**config.mk**
```make
export PLATFORM = sky130hd
export DESIGN_NAME = mpu_attr_unit
export DESIGN_NICKNAME = d
export VERILOG_FILES = /design/src/rtl/mpu_attr_pkg.sv /design/src/rtl/mpu_attr_regs.sv /design/src/rtl/mpu_perm_check.sv /design/src/rtl/mpu_attr_unit.sv
export SDC_FILE = /design/constraint.sdc
export NUM_CORES = 1
export LEC_CHECK = 0
export CAP_MARGIN = 20
export CORE_UTILIZATION = 59
export CTS_BUF_LIST = sky130_fd_sc_hd__clkbuf_4
export CTS_CLUSTER_DIAMETER = 50
export CTS_CLUSTER_SIZE = 12
export DETAILED_ROUTE_END_ITERATION = 8
export DONT_BUFFER_PORTS = 1
export GPL_ROUTABILITY_DRIVEN = 0
export HOLD_SLACK_MARGIN = 0.03
export PLACE_DENSITY = 0.9
export SYNTH_ARGS = -nofsm -noshare
export SYNTH_HDL_FRONTEND = slang
export SYNTH_SLANG_ARGS = --single-unit
```
**constraint.sdc**
```tcl
create_clock -name clk -period 1.4 [get_ports clk]
set_input_delay 0.14 -clock clk [delete_from_list [all_inputs] [get_ports clk]]
set_output_delay 0.14 -clock clk [all_outputs]
set_load 0.1 [all_outputs]
```
**src/rtl/mpu_attr_pkg.sv**
```systemverilog
// Shared constants and types for the protection attribute block.
// Assumes register numbers are compared after zero-extension to the port width.
package mpu_attr_pkg;

    // Register numbers that carry attributes
    localparam int CRN_CACHE = 2;
    localparam int CRN_BUFF  = 3;
    localparam int CRN_PERM  = 5;

    // op2 values that select the data or instruction set
    localparam int SEL_DATA  = 0;
    localparam int SEL_INSTR = 1;

    // Two-bit permission codes
    typedef enum logic [1:0] {
        PERM_NONE    = 2'b00,
        PERM_PRIV    = 2'b01,
        PERM_USER_RO = 2'b10,
        PERM_FULL    = 2'b11
    } perm_code_e;

endpackage

```
**src/rtl/mpu_attr_regs.sv**
```systemverilog
// Attribute register bank: decodes (register, op2, data) writes into five
// attribute sets and flags writes that fall outside the supported map.
// Assumes DATA_W >= 2*NUM_REGIONS. Writes take effect at the clock edge.
module mpu_attr_regs
    import mpu_attr_pkg::*;
#(
    parameter int NUM_REGIONS = 8,
    parameter int DATA_W      = 32,
    parameter int REG_W       = 4,
    parameter int OP2_W       = 3
) (
    input  logic                     clk,
    input  logic                     rst_n,
    input  logic                     wr_en,
    input  logic [REG_W-1:0]         wr_reg,
    input  logic [OP2_W-1:0]         wr_op2,
    input  logic [DATA_W-1:0]        wr_data,
    output logic                     wr_invalid,
    output logic [NUM_REGIONS-1:0]   d_cache,
    output logic [NUM_REGIONS-1:0]   i_cache,
    output logic [NUM_REGIONS-1:0]   d_buf,
    output logic [2*NUM_REGIONS-1:0] d_perm,
    output logic [2*NUM_REGIONS-1:0] i_perm
);
    localparam int PERM_W = 2 * NUM_REGIONS;
    localparam logic [REG_W-1:0] RN_CACHE = REG_W'(CRN_CACHE);
    localparam logic [REG_W-1:0] RN_BUFF  = REG_W'(CRN_BUFF);
    localparam logic [REG_W-1:0] RN_PERM  = REG_W'(CRN_PERM);
    localparam logic [OP2_W-1:0] OP_DATA  = OP2_W'(SEL_DATA);
    localparam logic [OP2_W-1:0] OP_INSTR = OP2_W'(SEL_INSTR);

    logic hit_c2d, hit_c2i, hit_c3d, hit_c5d, hit_c5i, wr_ok;
    logic unused_hi;

    // Upper data bits carry no attribute
    assign unused_hi = ^wr_data[DATA_W-1:PERM_W];

    // Write decode: which attribute set, if any, a write targets
    always_comb begin
        hit_c2d = wr_en && (wr_reg == RN_CACHE) && (wr_op2 == OP_DATA);
        hit_c2i = wr_en && (wr_reg == RN_CACHE) && (wr_op2 == OP_INSTR);
        hit_c3d = wr_en && (wr_reg == RN_BUFF)  && (wr_op2 == OP_DATA);
        hit_c5d = wr_en && (wr_reg == RN_PERM)  && (wr_op2 == OP_DATA);
        hit_c5i = wr_en && (wr_reg == RN_PERM)  && (wr_op2 == OP_INSTR);
        wr_ok   = hit_c2d || hit_c2i || hit_c3d || hit_c5d || hit_c5i;
    end

    // Attribute storage, cleared to non-cacheable / no-access by reset
    always_ff @(posedge clk) begin
        if (!rst_n) begin
            d_cache <= '0;
            i_cache <= '0;
            d_buf   <= '0;
            d_perm  <= '0;
            i_perm  <= '0;
        end else begin
            if (hit_c2d) d_cache <= wr_data[NUM_REGIONS-1:0];
            if (hit_c2i) i_cache <= wr_data[NUM_REGIONS-1:0];
            if (hit_c3d) d_buf   <= wr_data[NUM_REGIONS-1:0];
            if (hit_c5d) d_perm  <= wr_data[PERM_W-1:0];
            if (hit_c5i) i_perm  <= wr_data[PERM_W-1:0];
        end
    end

    // One-cycle flag for a write that matched no supported set
    always_ff @(posedge clk) begin
        if (!rst_n) wr_invalid <= 1'b0;
        else        wr_invalid <= wr_en && !wr_ok;
    end

    AST_RESET_CLEARS: assert property (@(posedge clk) disable iff (!rst_n)
        $past(!rst_n) |-> ({d_cache, i_cache, d_buf, d_perm, i_perm} == '0 && !wr_invalid));
    AST_BAD_WRITE_KEEPS: assert property (@(posedge clk) disable iff (!rst_n)
        $past(wr_en && !wr_ok) |-> ($stable({d_cache, i_cache, d_buf, d_perm, i_perm}) && wr_invalid));
    AST_GOOD_WRITE_QUIET: assert property (@(posedge clk) disable iff (!rst_n)
        $past(!(wr_en && !wr_ok)) |-> !wr_invalid);
    AST_DCACHE_LOADS: assert property (@(posedge clk) disable iff (!rst_n)
        $past(hit_c2d) |-> (d_cache == $past(wr_data[NUM_REGIONS-1:0])));
    AST_BUF_LOADS: assert property (@(posedge clk) disable iff (!rst_n)
        $past(hit_c3d) |-> (d_buf == $past(wr_data[NUM_REGIONS-1:0])));
    AST_IPERM_LOADS: assert property (@(posedge clk) disable iff (!rst_n)
        $past(hit_c5i) |-> (i_perm == $past(wr_data[PERM_W-1:0])));

endmodule

```
**src/rtl/mpu_perm_check.sv**
```systemverilog
// Combinational access checker: evaluates the permission code of every
// region for the current mode and direction, then selects the addressed one.
// Assumes NUM_REGIONS is a power of two so every index is in range.
module mpu_perm_check
    import mpu_attr_pkg::*;
#(
    parameter int NUM_REGIONS = 8,
    parameter int IDX_W       = 3
) (
    input  logic [NUM_REGIONS-1:0]   d_cache,
    input  logic [NUM_REGIONS-1:0]   i_cache,
    input  logic [NUM_REGIONS-1:0]   d_buf,
    input  logic [2*NUM_REGIONS-1:0] d_perm,
    input  logic [2*NUM_REGIONS-1:0] i_perm,
    input  logic [IDX_W-1:0]         region,
    input  logic                     instr,
    input  logic                     priv,
    input  logic                     write,
    output logic                     abort,
    output logic                     cacheable,
    output logic                     bufferable
);
    logic [NUM_REGIONS-1:0] region_abort;
    logic                   eff_write;

    // Instruction fetches are judged as reads
    assign eff_write = write && !instr;

    for (genvar g = 0; g < NUM_REGIONS; g++) begin : g_region
        perm_code_e code;

        // Per-region permission decode for the side selected by instr
        always_comb begin
            code = perm_code_e'(instr ? i_perm[2*g +: 2] : d_perm[2*g +: 2]);
            unique case (code)
                PERM_NONE:    region_abort[g] = 1'b1;
                PERM_PRIV:    region_abort[g] = !priv;
                PERM_USER_RO: region_abort[g] = !priv && eff_write;
                PERM_FULL:    region_abort[g] = 1'b0;
                default:      region_abort[g] = 1'b1;
            endcase
        end
    end

    // Select the addressed region's decision and attributes
    always_comb begin
        abort      = region_abort[region];
        cacheable  = instr ? i_cache[region] : d_cache[region];
        bufferable = !instr && d_buf[region];
    end

endmodule

```
**src/rtl/mpu_attr_unit.sv**
```systemverilog
// Top of the protection attribute block: register bank plus access checker.
// Assumes the region index is already resolved from the address upstream.
module mpu_attr_unit
    import mpu_attr_pkg::*;
#(
    parameter int NUM_REGIONS = 8,
    parameter int DATA_W      = 32,
    parameter int REG_W       = 4,
    parameter int OP2_W       = 3,
    localparam int IDX_W      = $clog2(NUM_REGIONS),
    localparam int PERM_W     = 2 * NUM_REGIONS
) (
    input  logic              clk,
    input  logic              rst_n,
    input  logic              wr_en,
    input  logic [REG_W-1:0]  wr_reg,
    input  logic [OP2_W-1:0]  wr_op2,
    input  logic [DATA_W-1:0] wr_data,
    output logic              wr_invalid,
    input  logic [IDX_W-1:0]  chk_region,
    input  logic              chk_instr,
    input  logic              chk_priv,
    input  logic              chk_write,
    output logic              chk_abort,
    output logic              chk_cacheable,
    output logic              chk_bufferable
);
    logic [NUM_REGIONS-1:0] d_cache, i_cache, d_buf;
    logic [PERM_W-1:0]      d_perm, i_perm;
    logic [1:0]             cur_code;

    mpu_attr_regs #(
        .NUM_REGIONS(NUM_REGIONS), .DATA_W(DATA_W), .REG_W(REG_W), .OP2_W(OP2_W)
    ) u_regs (
        .clk(clk), .rst_n(rst_n), .wr_en(wr_en), .wr_reg(wr_reg),
        .wr_op2(wr_op2), .wr_data(wr_data), .wr_invalid(wr_invalid),
        .d_cache(d_cache), .i_cache(i_cache), .d_buf(d_buf),
        .d_perm(d_perm), .i_perm(i_perm)
    );

    mpu_perm_check #(
        .NUM_REGIONS(NUM_REGIONS), .IDX_W(IDX_W)
    ) u_check (
        .d_cache(d_cache), .i_cache(i_cache), .d_buf(d_buf),
        .d_perm(d_perm), .i_perm(i_perm), .region(chk_region),
        .instr(chk_instr), .priv(chk_priv), .write(chk_write),
        .abort(chk_abort), .cacheable(chk_cacheable), .bufferable(chk_bufferable)
    );

    // Code of the addressed region, observed by the checks below
    assign cur_code = chk_instr ? i_perm[{chk_region, 1'b0} +: 2] : d_perm[{chk_region, 1'b0} +: 2];

    AST_NONE_ABORTS: assert property (@(posedge clk) disable iff (!rst_n)
        (cur_code == PERM_NONE) |-> chk_abort);
    AST_PRIV_ONLY: assert property (@(posedge clk) disable iff (!rst_n)
        (cur_code == PERM_PRIV) |-> (chk_abort == !chk_priv));
    AST_USER_WRITE_DENIED: assert property (@(posedge clk) disable iff (!rst_n)
        (cur_code == PERM_USER_RO && !chk_instr) |-> (chk_abort == (!chk_priv && chk_write)));
    AST_FULL_OPEN: assert property (@(posedge clk) disable iff (!rst_n)
        (cur_code == PERM_FULL) |-> !chk_abort);
    AST_FETCH_IS_READ: assert property (@(posedge clk) disable iff (!rst_n)
        (cur_code == PERM_USER_RO && chk_instr) |-> !chk_abort);
    AST_FETCH_NO_BUF: assert property (@(posedge clk) disable iff (!rst_n)
        chk_instr |-> !chk_bufferable);

endmodule

```
==> metrics.csv, run 1 <==
stage,metric,value,unit
outcome,status,"complete, but fails checks",
outcome,violations,negative setup slack,
setup_path,arrival,1.90,ns
global_route,grtUsageTotal,26.69,%
yosys,yosysSeqAreaShare,41.68,%
setup_path,rr_worst_depth,3,
power_and_ir_drop,p_leak,1.242,nW
detailed_routing,dr.pass1.iters,4,
yosys,yosysWarnings,0,
global_route,antenna_found_initial,0,
layout,final_net_count,334,
sta,slew_headroom,58.95,%
placement,pre_cts_ws,-0.2009,ns
yosys,synth_ff_type,dfxtp_1,
layout,final_cells,343,
yosys,ys_top_cells_by_count,"57 x dfxtp_1, 57 x mux2i_1, 56 x nor2b_1",
setup_path,required,1.26,ns
sta,fin_crit,2.040,ns
yosys,synth_cells,264,
yosys,synth_top_area_cell,dfxtp_1,
clock_network,clockBufferDepth,2,
setup_path,r2r_setup_slack,0.62,ns
detailed_routing,drtAntennaViolNets,0,
die,die_area,0.004916,mm^2
yosys,synth_edf_count,0,
clock_network,path_clk_slew,0.10,ns
layout,fillerInstances,300,
layout,syn_to_final_growth,17.46,%
sta,skew,0,ns
placement,hpwl,3.852,mm
global_route,grt_pass1_wl,9.894,mm
layout,drive_above_1_share,19.59,%
yosys,synth_top_area_share,41.68,%
yosys,synth_area_leaders,"dfxtp_1 42%, mux2i_1 21%, nor2b_1 13%, mux4_2 5.8%, a21oi_1 3.1%",
min_path,min_path_cells,2,
detailed_routing,routed-via-count,2037,
clock_network,clock-sinks,57,
die,dieHeight,70.12,um
sta,setup_tns,-1.366,ns
sta,worst_pin_slew,0.6143,ns
layout,antenna_cells,0,
yosys,synthesis.nets,312,
sta,fmax,0.4903,GHz
min_path,min_path_type,in2reg,
placement,io_buffers,0,
setup_path,critPathKind,reg2out,
sta,fin_ws,-0.6398,ns
setup_path,worst-path-max-fanout,2,
detailed_routing,routed_wirelength,6.259,mm
sta,fin_crit_sh,145.7,%
setup_path,end_kind,output port,
yosys,async_flop_share,0,%
power_and_ir_drop,p_per_area,879.7,mW/mm^2
clock_network,htree_levels,3,
detailed_routing,drt_iter0_drc,186,
power_and_ir_drop,ir_worst_vdd,0.8528,mV
setup_path,startpoint_type,flip-flop,
die,die_w,70.12,um
die,ios,52,
sta,final_max_slew_viol_count,0,
yosys,syn_area,0.002738,mm^2
die,core_region_area,0.004414,mm^2
clock_network,clk_latency,0.39,ns
yosys,synth.ff_latch_count,57,
placement,numPlacedInstances,307,
sta,grt_setup_unrepaired,true,
die,row_count,24,
sta,hold_viol_final,0,
clock_network,cts_made_buffers,9,
die,start_util,62.02,%
job,drv_cap,0,
global_route,grt_max_degree,58,
yosys,yosysUniqueCellTypes,27,
sta,setup_viol,3,
detailed_routing,wire_per_inst,18.25,um
global_route,grt_pass1_vias,2066,
layout,regArea,0.001157,mm^2
layout,multi_input_area,0.001556,mm^2
clock_network,cts_tree,yes,
global_route,overflow,0,
detailed_routing,vias_per_cell,5.939,
detailed_routing,route.detailed.drc,0,
clock_network,clock-root-buffer,clkbuf_4,
yosys,avgSynthCellArea,10.37,um^2
==> routing by layer <==
layer	global-route usage, %	vias up	routed length, um	share of wire [%]
li1	-	976	-	-
met1	30.13	950	2464	39
met2	44.66	76	3157	50
met3	8.947	35	384	6.1
met4	13.78	0	253	4.0
met5	0	-	0	0
==> metrics by stage <==
step / total power, mW / instance area, um^2 / util [%] / hold slack [ns]
finish: 2.829 / 3216 / 72.85 / 0.07341
global route: 2.918 / 3216 / 72.85 / 0.05994
CTS: 2.827 / 3212 / 72.76 / 0.06758
detailed placement: 1.804 / 2873 / 65.08 / 0.2779
global placement: 1.801 / 2873 / 65.08 / 0.2712
floorplan: 1.844 / 2806 / - / 0.2859
==> final timing paths <==
path	startpoint	to
min reg2reg	u_regs.d_buf[3]	u_regs.d_buf[3]
max	u_regs.i_cache[7]	chk_cacheable
max reg2reg	u_regs.i_cache[7]	u_regs.i_cache[7]
min	rst_n	u_regs.i_perm[9]
==> power breakdown <==
group          internal [mW]  total (mW)  switching [mW]
combinational          0.111       0.226           0.115
sequential              1.62        1.63         0.00245
clock                  0.385       0.976           0.591
total                   2.12        2.83           0.708
==> what timing repair did <==
item	CTS	global route
endpoints found under the hold margin	57	0
resized for setup	13	3
hold buffers	18	0
pin swaps	6	2
setup buffers	2	0
setup endpoints to repair	3	3
==> logic make-up after synthesis <==
group                  share of synthesized area (%)
AOI/OAI and AO/OA                              7.404
buffers and inverters                          2.833
DFF                                            41.68
muxes                                          26.60
and+or+nand+nor                                21.48
==> cells in the final DEF (no fill, tap or decap), types with 2 or more instances in the layout <==
| cell type | count |
|---|---|
| buf_4 | 5 |
| nand2_1 | 3 |
| mux4_2 | 7 |
| nor2_1 | 10 |
| nor4_1 | 3 |
| dfxtp_1 | 44 |
| buf_12 | 6 |
| nand3_1 | 2 |
| clkinv_2 | 3 |
| nand2b_1 | 3 |
| mux2i_1 | 56 |
| a21oi_1 | 15 |
| clkinv_1 | 2 |
| clkbuf_4 | 11 |
| o21ai_0 | 3 |
| o22ai_1 | 3 |
| o31ai_1 | 4 |
| nand2b_4 | 2 |
| nor2b_1 | 56 |
| o21ai_1 | 3 |
| nand3b_1 | 2 |
| a21oi_2 | 2 |
| nor3_4 | 3 |
| a21o_1 | 4 |
| dfxtp_2 | 13 |
| dlygate4sd3_1 | 17 |
==> layout make-up <==
| cell class | instances | area share (%) |
|---|---|---|
| clock inverter | 5 | 0.7004 |
| inverter | 1 | 0.1167 |
| sequential | 57 | 35.99 |
| tap | 52 | 2.023 |
| clock buffer | 11 | 2.568 |
| timing repair buffer | 28 | 10.19 |
| multi-input combinational | 189 | 48.40 |
==> sequential cells by signal, indices dropped and copies added (netlist names) <==
name and flops:
u_regs.d_cache 8, u_regs.i_perm 16, u_regs.i_cache 8, u_regs.d_perm 16
u_regs.d_buf 8, u_regs.wr_invalid 1
==> worst max-delay path, cell delays in order (launching register included) <==
cell,delay [ns]
dfxtp_2,0.33
mux4_2,0.47
mux4_2,0.51
buf_12,0.19
Note: power is estimated with default switching activity, not from simulation.
==> run 2, diff against run 1 <==
TNS_END_PERCENT = 10   (was default)
==> metrics.csv, run 2 (same netlist as run 1, synthesis figures left out) <==
stage,metric,value,unit,change
sta,grt_setup_unrepaired,true,,unchanged
clock_network,clock-sinks,57,,unchanged
sta,setup_tns,-1.400,ns,was -1.366 ns
setup_path,crit_path_cell_trace,mux4_2 -> mux4_2 -> buf_12,,unchanged
setup_path,cp_slowest_cell,mux4_2,,unchanged
sta,fmax,0.4918,GHz,was 0.4903 GHz
power_and_ir_drop,p_total,2.818,mW,was 2.829 mW
setup_path,worst-path-max-fanout,2,,unchanged
sta,fin_ws,-0.6334,ns,was -0.6398 ns
sta,skew,0,ns,unchanged
clock_network,clockBufferDepth,2,,unchanged
detailed_routing,routed-via-count,2049,,"was 2,037"
clock_network,cts_tree,yes,,unchanged
layout,largest_registers,"u_regs.d_perm (16), u_regs.i_perm (16)",,unchanged
layout,syn_to_final_growth,17.09,%,was 17.46%
placement,hpwl,3.852,mm,unchanged
die,die_area,0.004916,mm^2,unchanged
sta,fin_crit_sh,145.2,%,was 145.7%
layout,utilization,72.62,%,was 72.85%
detailed_routing,dr.pass1.iters,4,,unchanged
sta,slew_headroom,59.09,%,was 58.95%
power_and_ir_drop,p_leak,1.238,nW,was 1.242 nW
setup_path,required,1.26,ns,about the same
sta,final_max_slew_viol_count,0,,unchanged
detailed_routing,vias_per_cell,5.974,,was 5.939
clock_network,path_clk_slew,0.10,ns,about the same
global_route,grtUsageTotal,25.95,%,was 26.69%
global_route,grt_pass1_wl,9.673,mm,was 9.894 mm
global_route,grt_max_degree,58,,unchanged
setup_path,arrival,1.89,ns,was 1.90 ns
clock_network,clock-root-buffer,clkbuf_4,,unchanged
sta,hold_viol_final,0,,unchanged
layout,drive_above_1_share,17.53,%,was 19.59%
setup_path,crit_family,multiplexers,,unchanged
min_path,min_path_type,in2reg,,unchanged
setup_path,crit_path_max_incr_delay,0.51,ns,about the same
job,drv_cap,0,,unchanged
die,dieHeight,70.12,um,unchanged
die,core_region_area,0.004414,mm^2,unchanged
setup_path,critPathBufInv,1,,unchanged
clock_network,cts_made_buffers,9,,unchanged
sta,setup_viol,3,,unchanged
setup_path,critPathKind,reg2out,,unchanged
sta,worst_pin_slew,0.6122,ns,was 0.6143 ns
clock_network,htree_levels,3,,unchanged
global_route,grt_pass1_vias,2016,,"was 2,066"
detailed_routing,wire_per_inst,17.80,um,was 18.25 um
outcome,status,"complete, but fails checks",,unchanged
detailed_routing,drtAntennaViolNets,0,,unchanged
die,die_w,70.12,um,unchanged
setup_path,end_kind,output port,,unchanged
layout,antenna_cells,0,,unchanged
layout,mostFrequentLayoutCells,"56 x mux2i_1, 56 x nor2b_1, 49 x dfxtp_1, 17 x dlygate4sd3_1, 16 x a21oi_1",,"was 56 x mux2i_1, 56 x nor2b_1, 44 x dfxtp_1, 17 x dlygate4sd3_1, 15 x a21oi_1"
die,start_util,62.02,%,unchanged
placement,io_buffers,0,,unchanged
detailed_routing,routed_wirelength,6.104,mm,was 6.259 mm
power_and_ir_drop,p_per_area,879.0,mW/mm^2,was 879.7 mW/mm^2
setup_path,startpoint_type,flip-flop,,unchanged
global_route,antenna_found_initial,0,,unchanged
global_route,overflow,0,,unchanged
detailed_routing,route.detailed.drc,0,,unchanged
layout,final_net_count,334,,unchanged
setup_path,cpMostUsedCell,mux4_2,,unchanged
detailed_routing,drt_iter0_drc,180,,was 186
outcome,violations,negative setup slack,,unchanged
sta,timing.hold.ws,0.08056,ns,was 0.07341 ns
power_and_ir_drop,ir_worst_vdd,0.8495,mV,was 0.8528 mV
die,ios,52,,unchanged
clock_network,clk_latency,0.38,ns,was 0.39 ns
sta,fin_crit,2.033,ns,was 2.040 ns
die,row_count,24,,unchanged
[run 2: metrics by stage]
| stage | cells | area [um^2] | setup WS [ns] |
|---|---|---|---|
| 6_report | 343 | 3206 | -0.6334 |
| 5_1_grt | 343 | 3206 | -0.6906 |
| 4_1_cts | 343 | 3189 | -0.6370 |
| 3_5_place_dp | 307 | 2873 | -0.2009 |
| 3_3_place_gp | 307 | 2873 | -0.1731 |
| 2_1_floorplan | 264 | 2806 | -0.2221 |
[run 2: power breakdown]
| group | internal [mW] | total [mW] | switching, mW |
|---|---|---|---|
| registers | 1.62 | 1.63 | 0.00242 |
| clock network | 0.385 | 0.965 | 0.579 |
| logic | 0.111 | 0.226 | 0.115 |
| total | 2.12 | 2.82 | 0.697 |
[run 2: worst paths after layout]
path,startpoint,end,slack (ns),depth (start not counted)
max,u_regs.i_cache[7],chk_cacheable,-0.63,3
min,rst_n,u_regs.i_cache[7],0.08,2
max reg2reg,u_regs.i_cache[7],u_regs.i_cache[7],0.63,3
min reg2reg,u_regs.d_buf[3],u_regs.d_buf[3],0.51,2
[run 2: final cells by class]
type / count / area, um^2
fillers: 299 / 1209
well taps: 52 / 65.06
clock inverters: 5 / 22.52
repair buffers: 28 / 327.8
flip-flops and latches: 57 / 1151
multi-input cells: 189 / 1553
clock buffers: 11 / 82.58
inverters: 1 / 3.754
[run 2: repair_timing]
item | CTS | global route
hold endpoints to repair | 57 | 0
hold buffers | 18 | 0
pin swaps | 0 | 1
gates resized for setup | 3 | 7
endpoints found under the setup margin | 3 | 3
buffers inserted | 2 | 0
[run 2: routing by layer]
metal / vias up / global-route usage [%] / part of all wire (%)
met5: - / 0 / 0
met3: 20 / 8.802 / 5.6
met4: 0 / 12.22 / 2.5
met1: 973 / 29.76 / 41
li1: 978 / - / -
met2: 78 / 43.38 / 51
==> run 3, diff against run 2 <==
ABC_AREA = 1   (was default)
==> metrics.csv, run 3 <==
stage,metric,value,unit,change
outcome,status,"complete, but fails checks",,unchanged
outcome,violations,negative setup slack,,unchanged
yosys,yosysMostFrequentCell,nand2_1,,
global_route,grt_pass1_vias,2479,,"was 2,016"
clock_network,clock-sinks,57,,unchanged
sta,fin_ws,-0.2169,ns,was -0.6334 ns
clock_network,clock-root-buffer,clkbuf_4,,unchanged
layout,final_cells,466,,was 343
setup_path,arrival,1.48,ns,was 1.89 ns
yosys,async_flop_share,0,%,unchanged
placement,numPlacedInstances,431,,was 307
layout,multi_input_area,0.001350,mm^2,was 0.001553 mm^2
placement,io_buffers,0,,unchanged
sta,setup_tns,-0.6232,ns,was -1.400 ns
yosys,synthesis.nets,435,,was 312
power_and_ir_drop,p_leak,1.377,nW,was 1.238 nW
global_route,grtUsageTotal,29.66,%,was 25.95%
yosys,synth_cells,387,,was 264
placement,placed_area,0.002754,mm^2,was 0.002873 mm^2
clock_network,path_clk_slew,0.09,ns,was 0.10 ns
clock_network,cts_tree,yes,,unchanged
detailed_routing,dr.pass1.iters,5,,was 4
setup_path,critPathKind,reg2out,,unchanged
clock_network,cts_made_buffers,9,,unchanged
detailed_routing,drtAntennaViolNets,0,,unchanged
sta,fmax,0.6185,GHz,was 0.4918 GHz
sta,hold_viol_final,0,,unchanged
clock_network,htree_levels,3,,unchanged
yosys,synth_ff_type,dfxtp_1,,unchanged
die,die_area,0.004762,mm^2,was 0.004916 mm^2
yosys,syn_area,0.002649,mm^2,was 0.002738 mm^2
min_path,min_path_cells,3,,was 2
detailed_routing,route.detailed.drc,0,,unchanged
layout,drive_above_1_share,16.18,%,was 17.53%
global_route,antenna_found_initial,0,,unchanged
layout,final_common_cell,nand2_1,,
sta,final_max_slew_viol_count,0,,unchanged
detailed_routing,wire_per_inst,14.62,um,was 17.80 um
power_and_ir_drop,p_total,3.074,mW,was 2.818 mW
layout,final_net_count,458,,was 334
power_and_ir_drop,p_per_area,971.2,mW/mm^2,was 879.0 mW/mm^2
sta,setup_viol,3,,unchanged
sta,fin_crit,1.617,ns,was 2.033 ns
layout,syn_to_final_growth,19.51,%,was 17.09%
yosys,synth_top_area_share,43.08,%,was 41.68%
yosys,synth.ff_latch_count,57,,unchanged
yosys,synth_edf_count,0,,unchanged
yosys,yosysUniqueCellTypes,21,,was 27
setup_path,startpoint_type,flip-flop,,unchanged
yosys,ys_top_cells_by_count,"73 x nand2_1, 60 x o21ai_0, 57 x dfxtp_1",,"was 57 x dfxtp_1, 57 x mux2i_1, 56 x nor2b_1"
power_and_ir_drop,seq_power_share,53.0,%,was 57.8%
power_and_ir_drop,ir_worst_vdd,0.7009,mV,was 0.8495 mV
power_and_ir_drop,switchingPower,807.7,uW,was 696.8 uW
die,dieHeight,69.01,um,was 70.12 um
yosys,yosysWarnings,0,,unchanged
power_and_ir_drop,switching_share,26.27,%,was 24.73%
power_and_ir_drop,combPwrFrac,11.4,%,was 8.0%
die,core_region_area,0.004324,mm^2,was 0.004414 mm^2
die,start_util,61.26,%,was 62.02%
layout,largest_registers,"u_regs.d_perm (16), u_regs.i_perm (16)",,unchanged
yosys,synth_top_area_cell,dfxtp_1,,unchanged
min_path,min_path_type,in2reg,,unchanged
detailed_routing,routed-via-count,2701,,"was 2,049"
setup_path,end_kind,output port,,unchanged
die,die_w,69.01,um,was 70.12 um
yosys,yosysSeqAreaShare,43.08,%,was 41.68%
global_route,grt_pass1_wl,11.19,mm,was 9.673 mm
setup_path,required,1.26,ns,about the same
sta,fin_crit_sh,115.5,%,was 145.2%
layout,antenna_cells,0,,unchanged
layout,regArea,0.001152,mm^2,was 0.001151 mm^2
sta,worst_pin_slew,0.4552,ns,was 0.6122 ns
placement,pre_cts_ws,0.09041,ns,was -0.2009 ns
detailed_routing,vias_per_cell,5.796,,was 5.974
layout,mostFrequentLayoutCells,"63 x nand2_1, 57 x o21ai_0, 48 x dfxtp_1, 47 x a21oi_1, 46 x nor2_1",,"was 56 x mux2i_1, 56 x nor2b_1, 49 x dfxtp_1, 17 x dlygate4sd3_1, 16 x a21oi_1"
clock_network,clockBufferDepth,2,,unchanged
yosys,avgSynthCellArea,6.844,um^2,was 10.37 um^2
placement,hpwl,4.335,mm,was 3.852 mm
sta,skew,0,ns,unchanged
power_and_ir_drop,clkPwrFrac,35.6,%,was 34.2%
job,drv_cap,0,,unchanged
layout,fillerInstances,331,,was 299
layout,fin_area,0.003166,mm^2,was 0.003206 mm^2
die,row_count,24,,unchanged
setup_path,rr_worst_depth,3,,unchanged
global_route,grt_max_degree,55,,was 58
power_and_ir_drop,p_int,2.267,mW,was 2.121 mW
setup_path,worst-path-max-fanout,2,,unchanged
sta,grt_setup_unrepaired,true,,unchanged
sta,slew_headroom,69.62,%,was 59.09%
detailed_routing,drt_iter0_drc,266,,was 180
die,ios,52,,unchanged
detailed_routing,routed_wirelength,6.814,mm,was 6.104 mm
clock_network,clk_latency,0.40,ns,was 0.38 ns
global_route,overflow,0,,unchanged
yosys,synth_area_leaders,"dfxtp_1 43%, o21ai_0 11%, nand2_1 10%, a21oi_1 9.3%, nor2_1 6.7%",,"was dfxtp_1 42%, mux2i_1 21%, nor2b_1 13%, mux4_2 5.8%, a21oi_1 3.1%"
[run 3: per-layer routing]
layer	share of wire (%)	global-route usage, %	up-vias
met5	0	0	-
met4	2.2	13.15	0
met3	7.8	8.333	19
met2	48	47.14	105
met1	42	37.44	1253
li1	-	-	1324
[run 3: per-stage QoR]
stage	hold slack, ns	utilization (%)
after floorplan	0.2749	-
after global placement	0.2775	63.69
after detailed placement	0.2856	63.69
after CTS	0.04228	71.44
after global routing	0.05800	73.21
final	0.05904	73.21
[run 3: critical path, stage by stage (launching register included)]
cell     delay, ns
dfxtp_2       0.34
inv_2         0.04
a21oi_2       0.10
o21ai_1       0.07
nand3_1       0.10
nand2_2       0.07
a31oi_4       0.17
buf_12        0.19
[run 3: logic make-up after synthesis]
| group | after synthesis | share of synthesized area (%) |
|---|---|---|
| flip-flops | 57 | 43.08 |
| AO/OA/AOI/OAI | 116 | 22.34 |
| AND/OR/NAND/NOR | 159 | 25.22 |
| buffers and inverters | 55 | 9.353 |
[run 3: what timing repair did]
| action | 4_1_cts | 5_1_grt |
|---|---|---|
| hold buffers | 20 | 0 |
| pin swaps | 3 | 14 |
| endpoints found under the hold margin | 57 | 0 |
| setup endpoints to repair | 3 | 4 |
| resized for setup | 5 | 29 |
| buffers inserted | 0 | 0 |
[run 3: final timing paths]
| check | from | to | slack (ns) |
|---|---|---|---|
| max | u_regs.d_buf[5] | chk_bufferable | -0.22 |
| min | rst_n | u_regs.i_cache[5] | 0.06 |
| max reg2reg | u_regs.i_perm[8] | u_regs.i_perm[8] | 0.14 |
| min reg2reg | u_regs.d_cache[1] | u_regs.d_cache[1] | 0.46 |
[run 3: final cells by class]
| class | instances | share of cell area (%) |
|---|---|---|
| multi-input combinational | 275 | 42.65 |
| inverter | 36 | 4.348 |
| clock inverter | 6 | 1.581 |
| clock buffer | 9 | 2.134 |
| sequential | 57 | 36.40 |
| tap | 52 | 2.055 |
| timing repair buffer | 31 | 10.83 |
[run 3: power groups by stage]
stage	clock (mW)	sequential, mW	combinational, mW
3_3_place_gp	0	1.67	0.255
4_1_cts	1.09	1.63	0.335
5_1_grt	1.18	1.63	0.372
6_report	1.09	1.63	0.351
3_5_place_dp	0	1.67	0.257
2_1_floorplan	0	1.68	0.209
